`config.mk`:
```
export PLATFORM = sky130hd
export DESIGN_NAME = vsw_seq
export DESIGN_NICKNAME = d
export VERILOG_FILES = /design/src/rtl/vsw_pkg.sv /design/src/rtl/vsw_sync.sv /design/src/rtl/vsw_tick.sv /design/src/rtl/vsw_seq.sv
export SDC_FILE = /design/constraint.sdc
export NUM_CORES = 1
export LEC_CHECK = 0
export CORE_ASPECT_RATIO = 0.75
export CORE_MARGIN = 3
export CORE_UTILIZATION = 40
export CTS_CLUSTER_DIAMETER = 200
export DETAILED_ROUTE_END_ITERATION = 8
export PLACE_DENSITY_LB_ADDON = 0.25
export SKIP_LAST_GASP = 1
export SYNTH_ARGS = -nofsm -noshare
export SYNTH_HDL_FRONTEND = slang
export SYNTH_SLANG_ARGS = --single-unit
```
`constraint.sdc`:
```
create_clock -name clk -period 4.4 [get_ports clk]
set_clock_uncertainty 0.2 [all_clocks]
set_input_delay 0.66 -clock clk [delete_from_list [all_inputs] [get_ports clk]]
set_output_delay 0.66 -clock clk [all_outputs]
set_load 0.02 [all_outputs]
```
`src/rtl/vsw_pkg.sv`:
```
package vsw_pkg;

    typedef enum logic [1:0] {
        PH_IDLE   = 2'd0,
        PH_SETTLE = 2'd1,
        PH_FORCE  = 2'd2
    } vsw_phase_e;

    typedef struct packed {
        vsw_phase_e phase;
        logic       vsel;
        logic       force_clk;
        logic       busy;
        logic       done;
        logic       pwr;
        logic       tmo;
    } vsw_state_t;

endpackage

```
`src/rtl/vsw_sync.sv`:
```
module vsw_sync #(
    parameter int STAGES = 2
) (
    input  logic clk,
    input  logic rst_n,
    input  logic d_i,
    output logic q_o
);
    logic [STAGES-1:0] sh_d, sh_q;

    generate
        if (STAGES == 1) begin : g_one
            always_comb sh_d = d_i;
        end else begin : g_chain
            always_comb sh_d = {sh_q[STAGES-2:0], d_i};
        end
    endgenerate

    always_ff @(posedge clk or negedge rst_n) begin
        if (!rst_n) sh_q <= '0;
        else        sh_q <= sh_d;
    end

    assign q_o = sh_q[STAGES-1];
endmodule

```
`src/rtl/vsw_tick.sv`:
```
module vsw_tick #(
    parameter int W = 8
) (
    input  logic         clk,
    input  logic         rst_n,
    input  logic         clr_i,
    input  logic [W-1:0] limit_i,
    output logic         hit_o
);
    logic [W-1:0] cnt_d, cnt_q;

    always_comb begin
        cnt_d = cnt_q;
        if (clr_i)                 cnt_d = '0;
        else if (cnt_q != limit_i) cnt_d = cnt_q + 1'b1;
    end

    always_ff @(posedge clk or negedge rst_n) begin
        if (!rst_n) cnt_q <= '0;
        else        cnt_q <= cnt_d;
    end

    assign hit_o = (cnt_q == limit_i);

    AST_TICK_STEP: assert property (@(posedge clk) disable iff (!rst_n)
        (!clr_i && cnt_q != limit_i) |=> (cnt_q == $past(cnt_q) + 1'b1));
    AST_TICK_CLEAR: assert property (@(posedge clk) disable iff (!rst_n)
        clr_i |=> (cnt_q == '0));
endmodule

```
`src/rtl/vsw_seq.sv`:
```
module vsw_seq
    import vsw_pkg::*;
#(
    parameter int CLK_HZ      = 125_000_000,
    parameter int SETTLE_US   = 5000,
    parameter int WDOG_CYC    = 4096,
    parameter int SYNC_STAGES = 2,
    parameter int IDX_W       = 6,
    parameter int SWITCH_IDX  = 11
) (
    input  logic             clk,
    input  logic             rst_n,
    input  logic             start_i,
    input  logic [IDX_W-1:0] cmd_idx_i,
    input  logic             cmd_ok_i,
    input  logic             dat0_i,
    output logic             vsel_o,
    output logic             force_clk_o,
    output logic             busy_o,
    output logic             done_o,
    output logic             pwr_cycle_o,
    output logic             timeout_o
);
    localparam longint SETTLE_CYC = (longint'(CLK_HZ) * longint'(SETTLE_US)) / 64'd1000000;
    localparam longint MAX_CYC    = (SETTLE_CYC > longint'(WDOG_CYC)) ? SETTLE_CYC : longint'(WDOG_CYC);
    localparam int     CNT_W      = $clog2(MAX_CYC + 1);
    localparam logic [CNT_W-1:0] SET_LIM = CNT_W'(SETTLE_CYC - 1);
    localparam logic [CNT_W-1:0] WD_LIM  = (WDOG_CYC > 0) ? CNT_W'(WDOG_CYC - 1) : '0;

    vsw_state_t       s_d, s_q;
    logic             dat0_s;
    logic             tick_hit;
    logic             wd_hit;
    logic             tmr_clr;
    logic [CNT_W-1:0] lim;
    logic             cmd_match;

    assign cmd_match = start_i && (cmd_idx_i == IDX_W'(SWITCH_IDX));

    vsw_sync #(.STAGES(SYNC_STAGES)) u_sync (
        .clk   (clk),
        .rst_n (rst_n),
        .d_i   (dat0_i),
        .q_o   (dat0_s)
    );

    vsw_tick #(.W(CNT_W)) u_tick (
        .clk     (clk),
        .rst_n   (rst_n),
        .clr_i   (tmr_clr),
        .limit_i (lim),
        .hit_o   (tick_hit)
    );

    generate
        if (WDOG_CYC > 0) begin : g_wdog
            assign wd_hit = tick_hit;
        end else begin : g_nowdog
            assign wd_hit = 1'b0;
        end
    endgenerate

    always_comb begin
        lim = (s_q.phase == PH_SETTLE) ? SET_LIM : WD_LIM;
        s_d = s_q;
        s_d.done = 1'b0;
        case (s_q.phase)
            PH_IDLE: begin
                if (cmd_match) begin
                    s_d.tmo = 1'b0;
                    if (cmd_ok_i) begin
                        s_d.phase = PH_SETTLE;
                        s_d.vsel  = 1'b1;
                        s_d.busy  = 1'b1;
                        s_d.pwr   = 1'b0;
                    end else begin
                        s_d.pwr   = 1'b1;
                    end
                end
            end
            PH_SETTLE: begin
                if (tick_hit) begin
                    s_d.phase     = PH_FORCE;
                    s_d.force_clk = 1'b1;
                end
            end
            PH_FORCE: begin
                if (dat0_s) begin
                    s_d.phase     = PH_IDLE;
                    s_d.force_clk = 1'b0;
                    s_d.busy      = 1'b0;
                    s_d.done      = 1'b1;
                end else if (wd_hit) begin
                    s_d.phase     = PH_IDLE;
                    s_d.force_clk = 1'b0;
                    s_d.busy      = 1'b0;
                    s_d.done      = 1'b1;
                    s_d.tmo       = 1'b1;
                end
            end
            default: s_d.phase = PH_IDLE;
        endcase
        tmr_clr = (s_q.phase == PH_IDLE) || (s_d.phase != s_q.phase);
    end

    always_ff @(posedge clk or negedge rst_n) begin
        if (!rst_n) s_q <= '{phase: PH_IDLE, default: 1'b0};
        else        s_q <= s_d;
    end

    assign vsel_o      = s_q.vsel;
    assign force_clk_o = s_q.force_clk;
    assign busy_o      = s_q.busy;
    assign done_o      = s_q.done;
    assign pwr_cycle_o = s_q.pwr;
    assign timeout_o   = s_q.tmo;

    AST_FORCE_NEEDS_VSEL: assert property (@(posedge clk) disable iff (!rst_n)
        force_clk_o |-> vsel_o);
    AST_VSEL_HOLD: assert property (@(posedge clk) disable iff (!rst_n)
        vsel_o |=> vsel_o);
    AST_FAIL_KEEPS_VSEL: assert property (@(posedge clk) disable iff (!rst_n)
        (cmd_match && !cmd_ok_i && !busy_o) |=> (vsel_o == $past(vsel_o) && pwr_cycle_o));
    AST_DONE_AFTER_BUSY: assert property (@(posedge clk) disable iff (!rst_n)
        done_o |-> (!busy_o && $past(busy_o)));
    AST_FORCE_DROP_DONE: assert property (@(posedge clk) disable iff (!rst_n)
        $fell(force_clk_o) |-> done_o);
    AST_TIMEOUT_WITH_DONE: assert property (@(posedge clk) disable iff (!rst_n)
        $rose(timeout_o) |-> done_o);
endmodule

```
* After elaboration in Yosys (flattened, before gate mapping)
Cells that the tools add are included.
** Cells by class
- $add $sub $neg :: 1
- Reduce and logical (&&, ||, !) cells :: 11
- Mux-type cells :: 21
- Eq/ne operators :: 12
** Operators with widths (number)
- $mux 20 :: 3
- $add 20x1->20 const B :: 1
- $eq 20x20->1 :: 1
- $ne 20x20->1 :: 1
- $mux 3 :: 4
- $ne 2x2->1 const B :: 5
- $reduce_and 4->1 :: 2
- $mux 1 :: 7
- $eq 6x4->1 const B :: 1
- $mux 2 :: 3
- $pmux 1 s2 :: 3
- $pmux 2 s3 :: 1
- $reduce_and 3->1 :: 2
- $reduce_bool 2->1 :: 3
- $ne 3x2->1 const B :: 1
- $eq 2x1->1 const B :: 1
- $eq 2x2->1 const B :: 1
- $logic_not 2->1 :: 1
- $ne 2x2->1 :: 1
- $reduce_and 2->1 :: 1
- $logic_and 1x1->1 :: 1
- $logic_or 1x1->1 :: 1
** Word-level totals
- Output and inout port bits :: 6
- Logic and storage cells :: 54
- Flip-flop bits (word level) :: 30
- Bits of input ports :: 11

* Depth between registers and ports, before layout
- Word-level depth :: 9
- Mapped depth :: 8

* Cells and area by module
A second synthesis with hierarchy kept.
** Unflattened totals
- Cells, all modules :: 178
- Area, all modules :: 1819.2 µm²
** Modules (own cells, without submodules)
- vsw_tick :: area an instance 1370.1 µm², seq. area each 500.5 µm², times used 1, cells each 140
- vsw_seq :: area an instance 399.1 µm², seq. area each 200.2 µm², times used 1, cells each 36
- vsw_sync :: area an instance 50.0 µm², seq. area each 50.0 µm², times used 1, cells each 2

* Worst setup path after synthesis
OpenSTA, ideal clock, no wires.
- Path kind :: register -> register
- Start point :: reg u_tick.cnt_q[13]
- End point :: reg u_tick.cnt_q[8]
- Path slack :: 2093 ps
- Cell stages (with the launch flop) :: 7
- Arrival :: 1974 ps
- Library setup time :: 133 ps
- Data required time :: 4067 ps
- Period minus slack after synthesis :: 2307 ps
- Path through :: dfrtp_1 > or4_4 > nor4_4 > a21oi_2 > a211oi_2 > buf_6 > a211oi_1
** On the way
- Word-level cells in the longest chain between the ends :: 7
- Elaborated cells between the ends (all ways) :: 10
- Those cells by class :: eq/ne: 3; mux: 5; reduce/logical: 2
** Ends and longest elaborated chain
- start, declared :: RTL line vsw_tick.sv:10 : logic [W-1:0] cnt_d, cnt_q;
- start signal, assigned :: RTL line vsw_tick.sv:20 : else cnt_q <= cnt_d;
- $eq 20x20->1 :: RTL line vsw_tick.sv:23 : assign hit_o = (cnt_q == limit_i);
- $mux 2 :: RTL line vsw_seq.sv:93 : end else if (wd_hit) begin
- $mux 2 :: RTL line vsw_seq.sv:88 : if (dat0_s) begin
- $pmux 2 s3 :: RTL line vsw_seq.sv:67 : case (s_q.phase)
- $ne 2x2->1 :: RTL line vsw_seq.sv:103 : tmr_clr = (s_q.phase == PH_IDLE) || (s_d.phase != s_q.phase);
- $logic_or 1x1->1 :: RTL line vsw_seq.sv:103
- $mux 20 or $reduce_bool 2->1 (tied branches)
Parallel ways exist; a longest one is shown, timed or not.
A chain may end at the register's enable or synchronous reset.

* Worst setup path after layout
- Start point :: reg u_tick.cnt_q[13]
- End point :: reg u_tick.cnt_q[3]
The elaborated chain is that of the path after synthesis.

==> results_dict.tcl <==
set metrics [dict create \
    clock.fmax_mhz 367 \
    syn_avg_cell_area_sq_um 9.87 \
    whs_endpoint "u_sync.sh_q[1]" \
    timing.final.ws_setup_ns 1.67 \
    grt_util_all_layers_pct 16.7 \
    grt-ovfl-total 0 \
    synth.area.top_cells "dfrtp_1 (42%), xnor2_1 (7.3%), nor3_1 (6.4%)" \
    worst_pin_slew_ns 0.483 \
    max_slew_margin_pct 67.6 \
    grt_use_met3_pct 3.99 \
    period_minus_slack_ns 2.73 \
    initial_core_util_pct 43.0 \
    regArea_sq_um 751 \
    end_kind "flop" \
    cts_buffers 5 \
    core-area_sq_mm 0.00418 \
    synthArstFlopShare_pct 100 \
    post_dp_cell_area_sq_mm 0.00201 \
    die-area_sq_mm 0.00534 \
    ir_drop_mv 0.176 \
    hold_viol 0 \
    cts_resized 0 \
    gp_congestion 0.817 \
    grt_max_degree 31 \
    nets 218 \
    rsz0062_at_grt "false" \
    grt.met1_usage_pct 23.6 \
    hold_start "u_sync.sh_q[0]" \
    cts_buffer_depth 2 \
    wl_per_cell_microns 16.0 \
    drc_errors 0 \
    clock-sinks 30 \
    drtIter0Drc 136 \
    placementRows 20 \
    setup_viol 0 \
    ys_warn_count 0 \
    synth.largest_area_cell "dfrtp_1" \
    pwr_density_cell_mw_per_mm2 315 \
    syn_nets 198 \
    top_usage_layer "met2" \
    clockRootBuffer "clkbuf_8" \
    r2r_start "u_tick.cnt_q[13]" \
    synth_top_cell_area_share_pct 41.8 \
    yosysUniqueCellTypes 46 \
    finalWirelength_mm 4.14 \
    met2_usage_pct 25.1 \
    final_common_cell "dfrtp_1" \
    dp.cells 250 \
    port-buffer-count 16 \
    final_cell_area_sq_mm 0.00212 \
    floorplan.die.height_microns 64.0 \
    antenna_found_initial 0 \
    layout.cells.most_common_list "dfrtp_1 (30), nor3_1 (23), clkdlybuf4s50_1 (16), xnor2_1 (15)" \
    holdPathStages 0 \
    timing_worst_setup_path_type "reg -> reg" \
    max_cap_viol_count 0 \
    syn2layout_area_growth_pct 17.9 \
    cts_setup_buffers 0 \
    die_x_microns 83.4 \
    hold_class "reg -> reg" \
    r2r_end "u_tick.cnt_q[3]" \
    cts_hold_repair.buffers 0 \
    hpwl_mm 2.91 \
    syn_area_sq_mm 0.00180 \
    viasPerCell 5.90 \
    reg2reg_depth 7 \
    grt_pass1_wl_mm 7.16 \
    cellLeakagePower_nw 0.797 \
    insertion_delay_ns 0.29 \
    critPathLaunchType "flop" \
    final.fill_count 391 \
    synth_seq_cells 30 \
    final_core_utilization_pct 50.7 \
    multiInputGateArea_sq_um 945 \
    vias 1523 \
    finalMaxSlewViolations 0 \
    dp_slack_ns 1.58 \
    synth_seq_area_share_pct 41.8 \
    grt_pass1_vias 1452 \
    finalNonFillerCells 258 \
    postSynthCellCount 182 \
    ios 17 \
    rrSetupSlack_ns 1.67 \
    setup_tns_ns 0 \
    period_share_pct 62.0 \
    synthFlopType "dfrtp_1" \
    cp_max_fo 20 \
    diodes 0 \
    dr.pass1.iters 4 \
    htree_num_levels 2 \
    synth_edf_count 0 \
    cts_tree "done" \
    path_clk_slew_ns 0.06 \
    crit_required_ns 4.36 \
    drive_gt1_share_pct 13.3 \
    status "finished, final reports clean" \
    cp.arrival_ns 2.69 \
    antenna_left 0 \
]
-- metrics by stage --
stage | hold WS, ns | power [W]
floorplan | 0.131 | 0.000365
global placement | 0.134 | 0.000407
detailed placement | 0.137 | 0.000409
CTS | 0.151 | 0.000675
global route | 0.172 | 0.000698
finish | 0.150 | 0.000667
-- state kept, by name (all words and copies together) (netlist names) --
register	count
u_tick.cnt_q	20
done_o	1
timeout_o	1
s_q	2
busy_o	1
u_sync.sh_q	2
vsel_o	1
force_clk_o	1
pwr_cycle_o	1
-- where the power goes --
group	internal (W)	switching, W	total [W]
clock	0.000158	0.000105	0.000263
combinational	0.0000430	0.0000666	0.000110
sequential	0.000287	0.00000797	0.000295
-- critical path, stage by stage (launching register included) --
cell      delay (ns)
dfrtp_1         0.44
or4_4           0.57
nor4_4          0.38
buf_4           0.30
a21oi_2         0.13
a211oi_2        0.19
buf_4           0.29
nor3_1          0.10
-- worst max path at each step --
stage	start	endpoint	slack (ns)
5_1_grt	u_tick.cnt_q[13]	u_tick.cnt_q[17]	1.53
6_report	u_tick.cnt_q[13]	u_tick.cnt_q[3]	1.67
3_5_place_dp	cmd_idx_i[4]	u_tick.cnt_q[17]	1.58
2_1_floorplan	u_tick.cnt_q[13]	u_tick.cnt_q[8]	2.09
3_3_place_gp	cmd_idx_i[4]	u_tick.cnt_q[0]	1.62
4_1_cts	u_tick.cnt_q[13]	u_tick.cnt_q[17]	1.69
-- layer usage --
layer | share of wire [%] | vias up
li1 | - | 710
met1 | 47 | 761
met2 | 46 | 46
met3 | 5.5 | 6
met4 | 1.5 | 0
met5 | 0 | -
-- kinds of logic after synthesis --
family / Yosys count / synth area share, %
and+or+nand+nor: 72 / 23.5
buffers and inverters: 19 / 5.58
DFF: 30 / 41.8
adders and majority gates: 5 / 3.48
AOI/OAI and AO/OA: 38 / 16.7
xor gates and xnor gates: 16 / 7.81
muxes: 2 / 1.12
-- cell type report --
| cell class | count | area share [%] |
|---|---|---|
| inverters | 10 | 1.77 |
| well taps | 55 | 3.25 |
| repair buffers | 22 | 9.69 |
| multi-input cells | 133 | 44.6 |
| flip-flops and latches | 30 | 35.5 |
| clock buffers | 8 | 5.20 |
-- cells in the mapped netlist (all sizes together) (2+ instances only) --
cell type / instances
a211oi: 6
a21oi: 2
a311oi: 5
a31oi: 12
and3: 2
and4: 2
buf: 6
clkbuf: 3
dfrtp: 30
ha: 5
inv: 10
mux2i: 2
nand2: 13
nand3: 5
nand4: 3
nor2: 6
nor3: 23
o21ai: 6
o31ai: 2
or2: 2
or3: 6
or4: 3
xnor2: 15
No activity file was read; power rests on OpenSTA's default activity.
